[src/rtl/tap_sweep_pkg.sv]
package tap_sweep_pkg;

  typedef enum logic [2:0] {
    SW_IDLE,
    SW_ARM,
    SW_LAUNCH,
    SW_WRITE,
    SW_REQ,
    SW_RSP
  } sweep_state_t;

  typedef enum logic [1:0] {
    WR_IDLE,
    WR_LOAD,
    WR_CLOSE
  } wr_state_t;

endpackage

[src/rtl/tap_step_writer.sv]
// Three-step tap write: open the change window, load the select, close the window.
module tap_step_writer
  import tap_sweep_pkg::*;
#(
  parameter int TAP_BITS = 5
) (
  input  logic                clk,
  input  logic                rst_n,
  input  logic                go_i,
  input  logic [TAP_BITS-1:0] val_i,
  output logic                win_o,
  output logic [TAP_BITS-1:0] sel_o,
  output logic                fin_o
);

  wr_state_t           st_q;
  logic [TAP_BITS-1:0] hold_q;

  always_ff @(posedge clk) begin
    if (!rst_n) begin
      st_q   <= WR_IDLE;
      win_o  <= 1'b0;
      sel_o  <= '0;
      hold_q <= '0;
    end else begin
      case (st_q)
        WR_IDLE: begin
          if (go_i) begin
            win_o  <= 1'b1;
            hold_q <= val_i;
            st_q   <= WR_LOAD;
          end
        end
        WR_LOAD: begin
          sel_o <= hold_q;
          st_q  <= WR_CLOSE;
        end
        WR_CLOSE: begin
          win_o <= 1'b0;
          st_q  <= WR_IDLE;
        end
        default: st_q <= WR_IDLE;
      endcase
    end
  end

  // Asserted in the cycle whose closing edge drops the window.
  assign fin_o = (st_q == WR_CLOSE);

endmodule

[src/rtl/tap_window_tracker.sv]
// Single-pass passing-window tracker: previous result, fail count, last rising edge.
module tap_window_tracker #(
  parameter int TAP_BITS = 5
) (
  input  logic                clk,
  input  logic                rst_n,
  input  logic                clear_i,
  input  logic                upd_i,
  input  logic                pass_i,
  input  logic [TAP_BITS-1:0] tap_i,
  output logic [TAP_BITS-1:0] centre_o,
  output logic                all_fail_o
);

  localparam logic [TAP_BITS:0] NUM_TAPS_V = {1'b1, {TAP_BITS{1'b0}}};

  logic                prev_q;
  logic [TAP_BITS-1:0] start_q;
  logic [TAP_BITS:0]   fails_q;
  logic [TAP_BITS:0]   pass_len;

  always_ff @(posedge clk) begin
    if (!rst_n || clear_i) begin
      prev_q  <= 1'b1;
      start_q <= '0;
      fails_q <= '0;
    end else if (upd_i) begin
      if (pass_i && !prev_q) start_q <= tap_i;
      if (!pass_i) fails_q <= fails_q + (TAP_BITS+1)'(1);
      prev_q <= pass_i;
    end
  end

  assign pass_len   = NUM_TAPS_V - fails_q;
  // Truncation to TAP_BITS performs the circular wrap.
  assign centre_o   = start_q + pass_len[TAP_BITS:1];
  assign all_fail_o = (fails_q == NUM_TAPS_V);

endmodule

[src/rtl/tap_sweep_ctrl.sv]
// Sequencer: enable, per-tap write / request / response loop, final write.
module tap_sweep_ctrl
  import tap_sweep_pkg::*;
#(
  parameter int TAP_BITS = 5
) (
  input  logic                clk,
  input  logic                rst_n,
  input  logic                start_i,
  input  logic                fin_i,
  input  logic [TAP_BITS-1:0] centre_i,
  input  logic                all_fail_i,
  input  logic                req_ready_i,
  input  logic                rsp_valid_i,
  output logic                go_o,
  output logic [TAP_BITS-1:0] wr_val_o,
  output logic                clear_o,
  output logic                upd_o,
  output logic                req_valid_o,
  output logic [TAP_BITS-1:0] req_tap_o,
  output logic                rsp_ready_o,
  output logic                tap_ena_o,
  output logic                busy_o,
  output logic                done_o,
  output logic [TAP_BITS-1:0] best_o,
  output logic                err_o
);

  localparam logic [TAP_BITS-1:0] LAST_TAP = '1;

  sweep_state_t        st_q;
  logic [TAP_BITS-1:0] idx_q;
  logic                final_q;

  always_ff @(posedge clk) begin
    if (!rst_n) begin
      st_q      <= SW_IDLE;
      idx_q     <= '0;
      final_q   <= 1'b0;
      tap_ena_o <= 1'b0;
      done_o    <= 1'b0;
      best_o    <= '0;
      err_o     <= 1'b0;
    end else begin
      done_o <= 1'b0;
      case (st_q)
        SW_IDLE: begin
          if (start_i) st_q <= SW_ARM;
        end
        SW_ARM: begin
          tap_ena_o <= 1'b1;
          idx_q     <= '0;
          final_q   <= 1'b0;
          st_q      <= SW_LAUNCH;
        end
        SW_LAUNCH: st_q <= SW_WRITE;
        SW_WRITE: begin
          if (fin_i) begin
            if (final_q) begin
              done_o <= 1'b1;
              best_o <= centre_i;
              err_o  <= all_fail_i;
              st_q   <= SW_IDLE;
            end else begin
              st_q <= SW_REQ;
            end
          end
        end
        SW_REQ: begin
          if (req_ready_i) st_q <= SW_RSP;
        end
        SW_RSP: begin
          if (rsp_valid_i) begin
            if (idx_q == LAST_TAP) final_q <= 1'b1;
            else idx_q <= idx_q + TAP_BITS'(1);
            st_q <= SW_LAUNCH;
          end
        end
        default: st_q <= SW_IDLE;
      endcase
    end
  end

  assign go_o        = (st_q == SW_LAUNCH);
  assign wr_val_o    = final_q ? centre_i : idx_q;
  assign clear_o     = (st_q == SW_ARM);
  assign upd_o       = (st_q == SW_RSP) && rsp_valid_i;
  assign req_valid_o = (st_q == SW_REQ);
  assign req_tap_o   = idx_q;
  assign rsp_ready_o = (st_q == SW_RSP);
  assign busy_o      = (st_q != SW_IDLE);

endmodule

[src/rtl/tap_delay_sweeper.sv]
module tap_delay_sweeper #(
  parameter int TAP_BITS = 5
) (
  input  logic                clk,
  input  logic                rst_n,
  input  logic                start_i,
  output logic                busy_o,
  output logic                req_valid_o,
  input  logic                req_ready_i,
  output logic [TAP_BITS-1:0] req_tap_o,
  input  logic                rsp_valid_i,
  output logic                rsp_ready_o,
  input  logic                rsp_pass_i,
  output logic                tap_ena_o,
  output logic                tap_win_o,
  output logic [TAP_BITS-1:0] tap_sel_o,
  output logic                done_o,
  output logic [TAP_BITS-1:0] best_tap_o,
  output logic                all_fail_o
);

  logic                go;
  logic                fin;
  logic [TAP_BITS-1:0] wr_val;
  logic                clear;
  logic                upd;
  logic [TAP_BITS-1:0] centre;
  logic                none_pass;

  tap_sweep_ctrl #(.TAP_BITS(TAP_BITS)) u_ctrl (
    .clk         (clk),
    .rst_n       (rst_n),
    .start_i     (start_i),
    .fin_i       (fin),
    .centre_i    (centre),
    .all_fail_i  (none_pass),
    .req_ready_i (req_ready_i),
    .rsp_valid_i (rsp_valid_i),
    .go_o        (go),
    .wr_val_o    (wr_val),
    .clear_o     (clear),
    .upd_o       (upd),
    .req_valid_o (req_valid_o),
    .req_tap_o   (req_tap_o),
    .rsp_ready_o (rsp_ready_o),
    .tap_ena_o   (tap_ena_o),
    .busy_o      (busy_o),
    .done_o      (done_o),
    .best_o      (best_tap_o),
    .err_o       (all_fail_o)
  );

  tap_step_writer #(.TAP_BITS(TAP_BITS)) u_writer (
    .clk   (clk),
    .rst_n (rst_n),
    .go_i  (go),
    .val_i (wr_val),
    .win_o (tap_win_o),
    .sel_o (tap_sel_o),
    .fin_o (fin)
  );

  tap_window_tracker #(.TAP_BITS(TAP_BITS)) u_track (
    .clk        (clk),
    .rst_n      (rst_n),
    .clear_i    (clear),
    .upd_i      (upd),
    .pass_i     (rsp_pass_i),
    .tap_i      (req_tap_o),
    .centre_o   (centre),
    .all_fail_o (none_pass)
  );

endmodule

[config.mk]
export PLATFORM = sky130hd
export DESIGN_NAME = tap_delay_sweeper
export DESIGN_NICKNAME = d
export VERILOG_FILES = /design/src/rtl/tap_sweep_pkg.sv /design/src/rtl/tap_step_writer.sv /design/src/rtl/tap_window_tracker.sv /design/src/rtl/tap_sweep_ctrl.sv /design/src/rtl/tap_delay_sweeper.sv
export SDC_FILE = /design/constraint.sdc
export NUM_CORES = 1
export LEC_CHECK = 0
export BUFFER_PORTS_ARGS = -buffer_cell sky130_fd_sc_hd__clkbuf_2
export CAP_MARGIN = 15
export CELL_PAD_IN_SITES_DETAIL_PLACEMENT = 0
export CELL_PAD_IN_SITES_GLOBAL_PLACEMENT = 1
export CORE_MARGIN = 2
export CORE_UTILIZATION = 47
export CTS_CLUSTER_DIAMETER = 150
export DETAILED_ROUTE_END_ITERATION = 12
export PLACE_DENSITY_LB_ADDON = 0.2
export SETUP_SLACK_MARGIN = 0.3
export SLEW_MARGIN = 20
export SYNTH_ARGS = -nofsm -noshare
export SYNTH_HDL_FRONTEND = slang
export SYNTH_HIERARCHICAL = 1
export SYNTH_SLANG_ARGS = --single-unit
[constraint.sdc]
create_clock -name clk -period 4.2 [get_ports clk]
set_input_delay 0.63 -clock clk [delete_from_list [all_inputs] [get_ports clk]]
set_output_delay 0.63 -clock clk [all_outputs]
set_load 0.03 [all_outputs]
==> results.toml, run 1 <==
[route]
drc = 0
drt_iter0_drc = 44
final_antenna_net_count = 0
drt-total-wl_um = 3960
vias = 1534
vias_per_cell = 5.03
drt-pass1-iter-count = 4
avgRoutedWirePerCell_um = 13.0

[critical_path]
required_ps = 4360
crit_chain = "inv_1 > ha_1 > xnor2_1 > inv_1 > fa_1 > inv_1 > a21o_1 > a21oi_1 > xnor2_1 > mux2_2 > nand3_1 > o21ai_0"
cp_max_fo = 6
critPathMaxStageDelay_ps = 450
crit_slowest_cell = "dfxtp_1"
end_kind = "flop"
cp.arrival_ps = 2520
cpMostUsedCell = "inv_1"
setup.worst_path.class = "reg2reg"
start_kind = "flop"
ff2ff_path_depth = 12

[clock_tree]
cts-root-buf = "clkbuf_8"
post_cts_resize_count = 0
h-tree-depth = 2
cts_inserted_buffers = 5
clock_sinks = 42
cts_setup_buffers = 0
cts_hold_buf = 0
cts_tree = "done"
clockBufferDepth = 2
clock_latency_ps = 300
path_clk_slew_ps = 80

[die]
start_util_pct = 48.8
die_h_um = 71.3
die_x_um = 71.3
io_pins = 28
core_region_area_um2 = 4350
placementRows = 24
dieArea_um2 = 5080

[yosys]
syn_inst = 230
synth_warnings = 6
synth_seq_cells = 42
netlist_top_cells_area = "dfxtp_1 (40%), mux2i_1 (8.5%), ha_1 (5.3%)"
syn_area_um2 = 2130
yosysSeqAreaShare_pct = 39.6
yosys.area.top_type_share_pct = 39.6
synthesis.nets = 246
synth-main-ff-cell = "dfxtp_1"
ys_types = 47
synth_top_cell_by_area = "dfxtp_1"
synth-edff-count = 0
ys_async_sr_fraction_pct = 0
syn_avg_cell_area_um2 = 9.24

[sta]
rsz0062_at_grt = "false"
max_freq_mhz = 424
finalSetupViolations = 0
setup-tns-final_ps = 0
min_period_ps = 2360
slew_headroom_pct = 59.0
hold_violations = 0
skew_ps = 12.9
tightest_slew_ps = 614
fin_crit_sh_pct = 56.2
slew_violations = 0
whs_ps = 466
postLayoutSetupSlackWorst_ps = 1840

[placed_design]
gp_congestion = 0.806
pre_cts_ws_ps = 1830
io_buffers = 27
placed_cells = 297
dpl.hpwl_um = 2860

[finish]
area_growth_pct = 12.4
final_util_pct = 54.9
final_cell_mix = "dfxtp_1 (42), clkbuf_2 (27), nor2_1 (24), mux2i_1 (18), nand2_1 (13)"
finalNonFillerCells = 305
drive_gt1_share_pct = 19.8
final_nets = 268
n_antenna_cell = 0
final_common_cell = "dfxtp_1"

[run]
drv_cap = 0

[power]
leakage_nw = 1.11
peakVddDrop_mv = 0.231
power.density_nw_per_um2 = 397

[global_routing]
grt-ovfl-total = 0
grt_pass1_wl_um = 7000
antenna_found_initial = 0
grt_usage_pct = 17.5
first_global_vias = 1447
grt_max_degree = 31

[status]
status = "finished, final reports clean"

[worst_hold_path]
min_path_cells = 1
hold_path.class = "reg2reg"
## sequential cells by signal (all words and copies together) (netlist names)
register / cells
u_writer/sel_o: 5
u_track/start_q: 5
u_ctrl/done_o: 1
u_track/fails_q: 6
u_ctrl/tap_ena_o: 1
u_track/prev_q: 1
u_writer/hold_q: 5
u_writer/win_o: 1
u_writer/st_q: 2
u_ctrl/req_tap_o: 5
u_ctrl/final_q: 1
u_ctrl/best_o: 5
u_ctrl/st_q: 3
u_ctrl/err_o: 1
## per-layer routing
layer,GRT usage (%),share of wire [%],routed length [µm],vias to the layer above
met5,0,0,0,-
met4,6.29,1.7,66,0
met3,5.49,3.8,151,5
met2,26.0,43,1680,19
met1,24.1,52,2050,691
li1,-,-,-,819
## critical path, delay by kind of cell, from the launching register on
family | cells | cell delay, ps
xor gates and xnor gates | 2 | 330
buffers and inverters | 3 | 220
muxes | 1 | 270
DFF | 1 | 450
adders and majority gates | 2 | 650
AOI/OAI and AO/OA | 3 | 260
and+or+nand+nor | 1 | 60
## cell usage after synthesis, drive strengths merged, types with 6 or more instances
cell type	count
xor2	7
dfxtp	42
ha	9
xnor2	6
buf	8
nor2b	10
nor2	24
mux2i	18
nand2	14
nand2b	8
o21ai	8
nand3	10
inv	12
a21oi	7
## report_power, final
group | switching (W) | leakage, nW | internal [W]
Clock | 0.000143 | 0.0714 | 0.000254
Sequential | 0.0000251 | 0.339 | 0.000409
Combinational | 0.0000700 | 0.699 | 0.0000468
Total | 0.000238 | 1.11 | 0.000710
## cell type report
class                      instances  area [µm²]
sequential                        42         841
clock inverter                     2        60.1
fill                             422        1970
multi-input combinational        164        1160
tap                               52        65.1
inverter                          12        45.0
timing repair buffer              27         135
clock buffer                       6        82.6
## worst paths after layout
path | startpoint | endpoint | slack [ps]
worst max register to register | u_track/fails_q[0] | u_writer/hold_q[4] | 1840
worst min-delay path | u_ctrl/tap_ena_o | u_ctrl/tap_ena_o | 470
worst min register to register | u_ctrl/tap_ena_o | u_ctrl/tap_ena_o | 470
worst max-delay path | u_track/fails_q[0] | u_writer/hold_q[4] | 1840
## kinds of logic after synthesis
kind of cell / Yosys count / synth area share (%)
muxes: 23 / 11.1
xor gates and xnor gates: 13 / 5.36
and+or+nand+nor: 89 / 22.8
adders and majority gates: 10 / 6.24
AOI/OAI and AO/OA: 29 / 9.01
DFF: 42 / 39.6
buffers and inverters: 24 / 5.88
## stage by stage
step	instance area [µm²]	power, W
floorplan	2130	0.000539
global placement	2250	0.000562
detailed placement	2250	0.000561
CTS	2390	0.000962
global route	2390	0.000989
finish	2390	0.000948
(Power assumes the default switching activity.)
==> run 2: changes to the inputs <==
--- a/config.mk
+++ b/config.mk
@@ -10,7 +10,7 @@
 export CELL_PAD_IN_SITES_DETAIL_PLACEMENT = 0
 export CELL_PAD_IN_SITES_GLOBAL_PLACEMENT = 1
 export CORE_MARGIN = 2
-export CORE_UTILIZATION = 47
+export CORE_UTILIZATION = 43
 export CTS_CLUSTER_DIAMETER = 150
 export DETAILED_ROUTE_END_ITERATION = 12
 export PLACE_DENSITY_LB_ADDON = 0.2
==> constraint.sdc (replaced) <==
create_clock -name clk -period 2.45 [get_ports clk]
set_input_delay 0.3675 -clock clk [delete_from_list [all_inputs] [get_ports clk]]
set_output_delay 0.3675 -clock clk [all_outputs]
set_load 0.03 [all_outputs]
==> run 2 against run 1 <==
Against the previous run:
- total power rose by 60%
- setup slack got worse by 1500 ps
- die area grew 8.8%
- utilization is 1.5 points lower
- hold slack got worse by 130 ps
- clock power rose by 38%
- fmax grew 14%
- wire length grew 8.7%
- cell count increased by 8.5%
- critical path type unchanged
- largest cell class unchanged
- highest routed layer unchanged
==> results.toml, run 2 (synthesized netlist as in run 1, its figures left out) <==
[sta]
max_freq_mhz = 482
rsz0062_at_grt = "true"
min_period_ps = 2070
finalSetupViolations = 0
tightest_slew_ps = 659
hold_violations = 0
slew_headroom_pct = 55.9
fin_crit_sh_pct = 84.6
slew_violations = 0
setup-tns-final_ps = 0
skew_ps = 7.33
postLayoutSetupSlackWorst_ps = 377

[finish]
final_common_cell = "dfxtp_1"
n_antenna_cell = 0
drive_gt1_share_pct = 28.4
largest_reg_flops = 6
area_growth_pct = 19.3
top_register = "u_track/fails_q"
final_cell_mix = "dfxtp_1 (39), clkbuf_2 (27), nor2_1 (24), mux2i_1 (18), nand2_1 (13)"
final_nets = 279

[die]
die_h_um = 74.3
core_region_area_um2 = 4750
start_util_pct = 44.7
io_pins = 28
die_x_um = 74.3
placementRows = 25
dieArea_um2 = 5520

[clock_tree]
clockBufferDepth = 2
cts_tree = "done"
cts-root-buf = "clkbuf_8"
clock_latency_ps = 290
h-tree-depth = 2
path_clk_slew_ps = 80
clock_sinks = 42
cts_inserted_buffers = 5

[global_routing]
grt_pass1_wl_um = 7270
grt_usage_pct = 17.2
antenna_found_initial = 0
grt-ovfl-total = 0
grt_max_degree = 29
first_global_vias = 1516

[critical_path]
required_ps = 2610
cp_max_fo = 4
crit_start = "u_track/fails_q[1]"
setup.worst_path.class = "reg2reg"
cp.arrival_ps = 2240
r2r-start = "u_track/fails_q[1]"
start_kind = "flop"
end_kind = "flop"

[route]
vias_per_cell = 4.92
drc = 0
avgRoutedWirePerCell_um = 13.0
final_antenna_net_count = 0
drt_iter0_drc = 55
drt-total-wl_um = 4300
vias = 1627
drt-pass1-iter-count = 5

[placed_design]
dpl.hpwl_um = 3070
pre_cts_ws_ps = 139
gp_congestion = 0.765
io_buffers = 27

[worst_hold_path]
hold_path.class = "in2reg"
min-delay-start = "rsp_pass_i"

[power]
leakage_nw = 1.17
peakVddDrop_mv = 0.347
power.density_nw_per_um2 = 598

[status]
status = "finished, final reports clean"

[run]
drv_cap = 0
## run 2: changes by cell type in the layout (fill, tap and decap cells not counted), moves of 3 or more
cell	delta
dfxtp_1	-3
buf_4	+9
inv_1	-4
inv_2	+4
## run 2: power breakdown
part           internal (W)  switching [W]
logic             0.0000958       0.000158
clock network      0.000304       0.000244
registers          0.000701      0.0000126
## run 2: timing repair
item	in CTS	in global routing
pin swaps	0	11
hold buffers	0	0
endpoints found under the hold margin	0	0
gates resized for setup	7	16
setup buffers	2	4
setup endpoints to repair	1	3
## run 2: through the flow
step           instance area [µm²]  total power (W)  utilization (%)  cells  hold WS (ps)
2_1_floorplan                 2130         0.000924                -    230           435
3_3_place_gp                  2300         0.000980             48.4    317           448
3_5_place_dp                  2300         0.000980             48.4    317           456
4_1_cts                       2450          0.00153             51.6    327           323
5_1_grt                       2540          0.00159             53.3    331           345
6_report                      2540          0.00152             53.3    331           334
## run 2: worst max-delay path, cell delays in order, from the launching register on
cell and delay, ps:
dfxtp_2 340, buf_6 120, nor3_4 230, xnor2_2 120
ha_1 320, a21o_1 190, a21oi_2 140, xnor2_1 110
mux2_4 270, nand3_2 50, o21ai_1 60
## run 2: worst paths after layout
kind,endpoint,depth (start not counted),slack [ps]
setup reg to reg,u_writer/hold_q[4],10,380
setup / recovery,u_writer/hold_q[4],10,380
hold / removal,u_track/prev_q,3,330
hold reg to reg,u_writer/hold_q[0],2,470
## run 2: metal layers
layer | up-vias | wire length [µm] | part of all wire (%) | global-route usage, %
met5 | - | 0 | 0 | 0
met4 | 0 | 38 | 0.88 | 4.76
met3 | 4 | 138 | 3.2 | 4.34
met2 | 23 | 1910 | 44 | 26.4
met1 | 763 | 2210 | 51 | 24.1
li1 | 837 | - | - | -
## run 2: final cells by class
type                       instances  area [µm²]
tap                               67        83.8
multi-input combinational        164        1220
timing repair buffer              38         225
clock buffer                       6        72.6
clock inverter                     2        37.5
fill                             467        2220
inverter                          12        45.0
sequential                        42         847
